**src/rtl/ictl_pkg.sv**
```systemverilog
package ictl_pkg;
    localparam int unsigned DEF_SRC    = 16;
    localparam int unsigned DEF_ADDR_W = 12;
    localparam int unsigned DEF_DATA_W = 32;

    typedef enum logic [1:0] {
        SEL_NONE = 2'd0,
        SEL_STAT = 2'd1,
        SEL_MASK = 2'd2
    } reg_sel_e;
endpackage

```
**src/rtl/ictl_edge.sv**
```systemverilog
module ictl_edge #(
    parameter int unsigned NUM_SRC = 16
) (
    input  logic               clk,
    input  logic               rst_n,
    input  logic [NUM_SRC-1:0] req,
    output logic [NUM_SRC-1:0] rise
);
    typedef struct packed {
        logic [NUM_SRC-1:0] prev;
    } edge_st_t;

    edge_st_t st_d, st_q;

    always_comb begin
        st_d      = st_q;
        st_d.prev = req;
    end

    always_ff @(posedge clk or negedge rst_n) begin
        if (!rst_n) st_q <= '0;
        else        st_q <= st_d;
    end

    for (genvar i = 0; i < NUM_SRC; i++) begin : g_rise
        assign rise[i] = req[i] & ~st_q.prev[i];
    end
endmodule

```
**src/rtl/ictl_regs.sv**
```systemverilog
module ictl_regs #(
    parameter int unsigned NUM_SRC = 16
) (
    input  logic               clk,
    input  logic               rst_n,
    input  logic               wr_stat,
    input  logic               wr_mask,
    input  logic [NUM_SRC-1:0] wdata,
    input  logic [NUM_SRC-1:0] rise,
    output logic [NUM_SRC-1:0] stat,
    output logic [NUM_SRC-1:0] mask
);
    typedef struct packed {
        logic [NUM_SRC-1:0] stat;
        logic [NUM_SRC-1:0] mask;
    } reg_st_t;

    reg_st_t st_d, st_q;

    always_comb begin
        logic [NUM_SRC-1:0] keep;
        st_d = st_q;
        keep = wr_stat ? wdata : '1;
        // acknowledge first, then new edges, so a same-cycle set survives
        st_d.stat = (st_q.stat & keep) | rise;
        if (wr_mask) st_d.mask = wdata;
    end

    always_ff @(posedge clk or negedge rst_n) begin
        if (!rst_n) st_q <= '0;
        else        st_q <= st_d;
    end

    assign stat = st_q.stat;
    assign mask = st_q.mask;


    edge_sets_chk: assert property (@(posedge clk) disable iff (!rst_n)
        (|rise) |=> ((stat & $past(rise)) == $past(rise)));


    ack_clears_chk: assert property (@(posedge clk) disable iff (!rst_n)
        wr_stat |=> ((stat & ~$past(wdata) & ~$past(rise)) == '0));


    set_wins_chk: assert property (@(posedge clk) disable iff (!rst_n)
        (wr_stat && (|(rise & ~wdata))) |=> ((stat & $past(rise & ~wdata)) == $past(rise & ~wdata)));


    mask_store_chk: assert property (@(posedge clk) disable iff (!rst_n)
        wr_mask |=> (mask == $past(wdata)));


    mask_keeps_stat_chk: assert property (@(posedge clk) disable iff (!rst_n)
        (wr_mask && !wr_stat) |=> (stat == ($past(stat) | $past(rise))));


    mask_hold_chk: assert property (@(posedge clk) disable iff (!rst_n)
        !wr_mask |=> $stable(mask));
endmodule

```
**src/rtl/ictl_top.sv**
```systemverilog
module ictl_top
    import ictl_pkg::*;
#(
    parameter int unsigned NUM_SRC  = DEF_SRC,
    parameter int unsigned ADDR_W   = DEF_ADDR_W,
    parameter int unsigned DATA_W   = DEF_DATA_W,
    parameter logic [ADDR_W-1:0] STAT_OFS = 12'h070,
    parameter logic [ADDR_W-1:0] MASK_OFS = 12'h074
) (
    input  logic              clk,
    input  logic              rst_n,
    input  logic [ADDR_W-1:0] bus_addr,
    input  logic              bus_we,
    input  logic [DATA_W-1:0] bus_wdata,
    output logic [DATA_W-1:0] bus_rdata,
    input  logic [NUM_SRC-1:0] irq_req,
    output logic              cpu_irq
);
    localparam int unsigned PAD_W = DATA_W - NUM_SRC;

    reg_sel_e           sel;
    logic [NUM_SRC-1:0] rise, stat, mask;

    always_comb begin
        if (bus_addr == STAT_OFS)      sel = SEL_STAT;
        else if (bus_addr == MASK_OFS) sel = SEL_MASK;
        else                           sel = SEL_NONE;
    end

    ictl_edge #(.NUM_SRC(NUM_SRC)) u_edge (
        .clk  (clk),
        .rst_n(rst_n),
        .req  (irq_req),
        .rise (rise)
    );

    ictl_regs #(.NUM_SRC(NUM_SRC)) u_regs (
        .clk    (clk),
        .rst_n  (rst_n),
        .wr_stat(bus_we && sel == SEL_STAT),
        .wr_mask(bus_we && sel == SEL_MASK),
        .wdata  (bus_wdata[NUM_SRC-1:0]),
        .rise   (rise),
        .stat   (stat),
        .mask   (mask)
    );

    always_comb begin
        case (sel)
            SEL_STAT: bus_rdata = {{PAD_W{1'b0}}, stat};
            SEL_MASK: bus_rdata = {{PAD_W{1'b0}}, mask};
            default:  bus_rdata = '0;
        endcase
    end

    assign cpu_irq = |(stat & mask);


    irq_gate_chk: assert property (@(posedge clk) disable iff (!rst_n)
        (!$past(bus_we) && $stable(stat)) |-> (cpu_irq == $past(cpu_irq) || $changed(mask)));
endmodule

```
**config.mk**
```make
export PLATFORM = sky130hd
export DESIGN_NAME = ictl_top
export DESIGN_NICKNAME = d
export VERILOG_FILES = /design/src/rtl/ictl_pkg.sv /design/src/rtl/ictl_edge.sv /design/src/rtl/ictl_regs.sv /design/src/rtl/ictl_top.sv
export SDC_FILE = /design/constraint.sdc
export NUM_CORES = 1
export LEC_CHECK = 0
export BUFFER_PORTS_ARGS = -buffer_cell sky130_fd_sc_hd__buf_2
export CAP_MARGIN = 10
export CORE_ASPECT_RATIO = 0.75
export CORE_MARGIN = 2
export CORE_UTILIZATION = 50
export CTS_BUF_LIST = sky130_fd_sc_hd__clkbuf_8
export CTS_CLUSTER_DIAMETER = 120
export DETAILED_ROUTE_END_ITERATION = 8
export HOLD_SLACK_MARGIN = 0.03
export PLACE_DENSITY_LB_ADDON = 0.15
export RECOVER_POWER = 25
export SLEW_MARGIN = 0
export SYNTH_ARGS = -nofsm -noshare
export SYNTH_HDL_FRONTEND = slang
export SYNTH_HIERARCHICAL = 1
export SYNTH_SLANG_ARGS = --single-unit
```
**constraint.sdc**
```tcl
create_clock -name clk -period 1.2 [get_ports clk]
set_input_delay 0 -clock clk [delete_from_list [all_inputs] [get_ports clk]]
set_output_delay 0 -clock clk [all_outputs]
set_load 0.03 [all_outputs]
```
# Word level (Yosys, flattened, before mapping)
# Cells that the tools add are included.
# W data, S select, Z words.
# word_totals
out_inout_bits	33
reg_bits	48
ram_bits	0
rom_bits	0
input_bits	63
n_memories	0
elab_cells	49
latchBits	0
# op_classes
addsub	0
mux	4
shift	0
n_bitwise	35
n_mul	0
div	0
n_eq_ne	4
n_reduce_logical	3
magnitude_cmp	0
# op_table
cell	n
$and A16 B16 Y16	2
$pmux W16 S2	1
$eq A12 B7 Y1 const B	2
$and A1 B1 Y1	16
$mux W16	1
$not A1 Y1	16
$or A16 B16 Y16	1
$reduce_or A16 Y1	1
$mux W2	2
$eq A2 B1 Y1 const B	1
$eq A2 B2 Y1 const B	1
$logic_and A1 B1 Y1	2

# Depth between registers and ports, before layout
# depth
depth_word	8
ltp_mapped	7
mapped_depth_nobuf	5

# Hierarchy
# Netlist, hierarchy kept.
# modules_own_cells
mod	cells_per_inst	seq_area_each_um2	instances	area_per_inst_um2
ictl_regs	83	800.8	1	1281.2
ictl_edge	32	400.4	1	620.6
ictl_top	68	0.0	1	518.0

# Worst setup path before layout
# No wires, ideal clock.
# synth_timing
kind	input port to flip-flop
start	in bus_addr[1]
end	reg u_regs.st_q, in the netlist u_regs/stat[10]
n_path_buf	1
slack_ns	-0.362
stages	6
required_time_ns	1.082
t_arrival_ns	1.444
setup_time_ns	0.118
path_cell_list	nor4b_4 nand3_4 nor3b_1 buf_6 nand2b_1 a21o_1
# synth_rtl
item	line_no	source
start: declaration	ictl_top.sv:12	input logic [ADDR_W-1:0] bus_addr,
end signal: assignment	ictl_regs.sv:31	else st_q <= st_d;
end: declaration	ictl_regs.sv:18	reg_st_t st_d, st_q;

# Final worst setup path
# layout_timing
start	reg u_regs.st_q, in the netlist u_regs/mask[14]
end	out cpu_irq
# layout_via
elab_chain_cells	2
# layout_rtl
item	line_no	source
$and A16 B16 Y16	ictl_top.sv:56	assign cpu_irq = |(stat & mask);
$reduce_or A16 Y1	ictl_top.sv:56	
end: declaration	ictl_top.sv:17	output logic cpu_irq
# Every way passes these cells.

==> impl_metrics.json <==
{
  "die_h_um": 64.2,
  "crit_required_ps": 1200,
  "rsz0062_at_grt": "yes",
  "drc": 0,
  "powerDensity_nw_per_um2": 944,
  "port_buffers": 63,
  "final_weighted_congestion_of_routability_driven_global_placement": 0.749,
  "grt_first_pass_wirelength_um": 8350,
  "initialDrtViolationCount": 61,
  "cp_max_fo": 2,
  "outcome": "finished, violations left",
  "fin_skew_ps": 3.62,
  "routedWlPerCell_um": 14.0,
  "pin_count": 96,
  "detail_route.first_pass.iterations": 4,
  "kind_of_critical_path": "flip-flop to primary output",
  "synth.yosys.seq_area_share_pct": 49.6,
  "ys_warns": 6,
  "die-area_um2": 5420,
  "antenna_found_initial": 0,
  "worst-slew-pin-transition_ps": 662,
  "violations": "negative setup slack",
  "cts_buffers": 5,
  "fp.dieW_um": 84.3,
  "post-route-period-util_pct": 129,
  "final_util_pct": 75.8,
  "track_usage_pct": 19.6,
  "n_antenna_cell": 0,
  "route.detailed.vias_per_inst": 4.79,
  "final.setup.worst_slack_ps": -347,
  "synth_cell_types": 22,
  "placeableCoreArea_um2": 4550,
  "synth_area_um2": 2420,
  "hold_path_class": "input port to flip-flop",
  "maxSlewHeadroom_pct": 55.8,
  "fin_cells": 368,
  "post_route_cells_drive_above_1_share_pct": 42.4,
  "ir_drop_v": 0.000788,
  "grt_pass1_vias": 1842,
  "tritoncts": "yes",
  "arrival_ps": 1550,
  "nets": 373,
  "ctsLongestPathBuffers": 2,
  "final_hold_violation_count": 0,
  "worst_setup_end_kind": "primary output",
  "clkLatencyLatePin_ps": 300,
  "overflow": 0,
  "via_count": 1763,
  "filler_cell_count": 307,
  "final_max_slew_viol_count": 0,
  "place_hpwl_um": 3410,
  "row_count": 21,
  "synth.avg_cell_area_um2": 13.2,
  "maxCapViolCount": 0,
  "cts_htree_levels": 2,
  "most_frequent_cells_in_the_layout": "sky130_fd_sc_hd__dfrtp_1, sky130_fd_sc_hd__buf_2, sky130_fd_sc_hd__dlygate4sd3_1",
  "cts.sink_count": 48,
  "ys_ff_latch": 48,
  "cts.reportedPaths.clkPinSlew_ps": 90,
  "power_leakage_nw": 1.65,
  "critical_path.startpoint_type": "flip-flop",
  "drtAntennaViolNets": 0,
  "layout_min_cycle_time_ps": 1550,
  "area.growth.synth_to_final_pct": 42.3,
  "achievable-frequency_ghz": 0.646,
  "post-place-ws_ps": -177,
  "grt_max_degree": 49,
  "floorplan.initialDensity_pct": 53.2,
  "placed_cells_incl_taps": 323,
  "setup_viol": 5,
  "postLayoutCellArea_um2": 3440,
  "syn-instance-count": 183,
  "dpl-instance-area_um2": 2910,
  "clockRootBuffer": "sky130_fd_sc_hd__clkbuf_8",
  "drt-total-wl_um": 5170,
  "final_common_cell": "sky130_fd_sc_hd__dfrtp_1"
}
final cells by class:
cell class | count | area [um^2] | share of cell area [%]
Sequential cell | 48 | 1200 | 34.9
Multi-Input combinational cell | 128 | 1130 | 32.7
Timing Repair Buffer | 127 | 933 | 27.1
Tap cell | 57 | 71.3 | 2.07
Clock buffer | 5 | 68.8 | 2.00
Clock inverter | 3 | 42.5 | 1.24
critical path: stages, from the launching register on:
cell and delay, ps:
sky130_fd_sc_hd__dfrtp_1 420, sky130_fd_sc_hd__a22o_1 260, sky130_fd_sc_hd__a221oi_2 220, sky130_fd_sc_hd__nand4_1 180, sky130_fd_sc_hd__buf_6 180
routing by layer:
| metal | vias up | global-route usage [%] | part of all wire (%) |
|---|---|---|---|
| li1 | 849 | - | - |
| met1 | 854 | 26.1 | 46 |
| met2 | 55 | 32.6 | 48 |
| met3 | 5 | 4.91 | 5.3 |
| met4 | 0 | 4.37 | 0.56 |
| met5 | - | 0 | 0 |
worst paths after layout:
kind	startpoint	end	slack (ps)	cells after the start
worst max register to register	u_regs/mask[13]$_DFFE_PN0P_	u_regs/mask[13]$_DFFE_PN0P_	180	3
worst min-delay path	bus_addr[2]	u_regs/stat[2]$_DFF_PN0_	270	5
max in group asynchronous	rst_n	u_edge/st_q[12]$_DFF_PN0_	380	3
min in group asynchronous	rst_n	u_edge/st_q[1]$_DFF_PN0_	370	3
worst min register to register	u_regs/stat[1]$_DFF_PN0_	u_regs/stat[1]$_DFF_PN0_	540	1
worst max-delay path	u_regs/mask[14]$_DFFE_PN0P_	cpu_irq	-350	4
registers in the layout (all words and copies together) (netlist names):
name / cells
u_edge/st_q: 16
u_regs/mask: 16
u_regs/stat: 16
timing repair:
item,4_1_cts,5_1_grt
pin swaps,4,9
resized for setup,12,22
endpoints found under the setup margin,4,11
endpoints found under the hold margin,96,0
hold buffers,33,0
buffers inserted,1,9
power by group:
part	internal [W]	switching [W]	total, W
sequential	0.00165	0.0000243	0.00167
clock	0.000617	0.000555	0.00117
combinational	0.000213	0.000197	0.000410
cell usage after synthesis (all sizes together):
master	number	area share [%]
mux2i	16	6.6
dfrtp	48	50
a221oi	4	1.4
mux2	16	9.0
nor4b	1	0.98
nand3	1	0.72
conb	1	0.15
nand2b	16	4.1
a21o	16	5.0
nand4	1	0.26
nor3b	1	0.31
buf	22	7.7
a22o	4	1.4
nor2b	16	9.1
nand2	1	0.15
nor2	17	2.6
nor3	1	0.21
and4bb	1	0.52
logic make-up after synthesis:
family / Yosys count / share of synthesized area [%]
DFF: 48 / 49.6
muxes: 32 / 15.6
and+or+nand+nor: 56 / 19.0
other: 1 / 0.155
buffers and inverters: 22 / 7.70
AOI/OAI and AO/OA: 24 / 7.86
per-stage QoR:
step	power (W)	setup TNS (ps)	hold WS (ps)
after floorplan	0.00193	-1070	-296
after global placement	0.00203	-3530	3.45
after detailed placement	0.00203	-4490	6.93
after CTS	0.00329	-344	207
after global routing	0.00339	-958	285
final	0.00325	-476	274
Note: power is estimated with default switching activity, not from simulation.
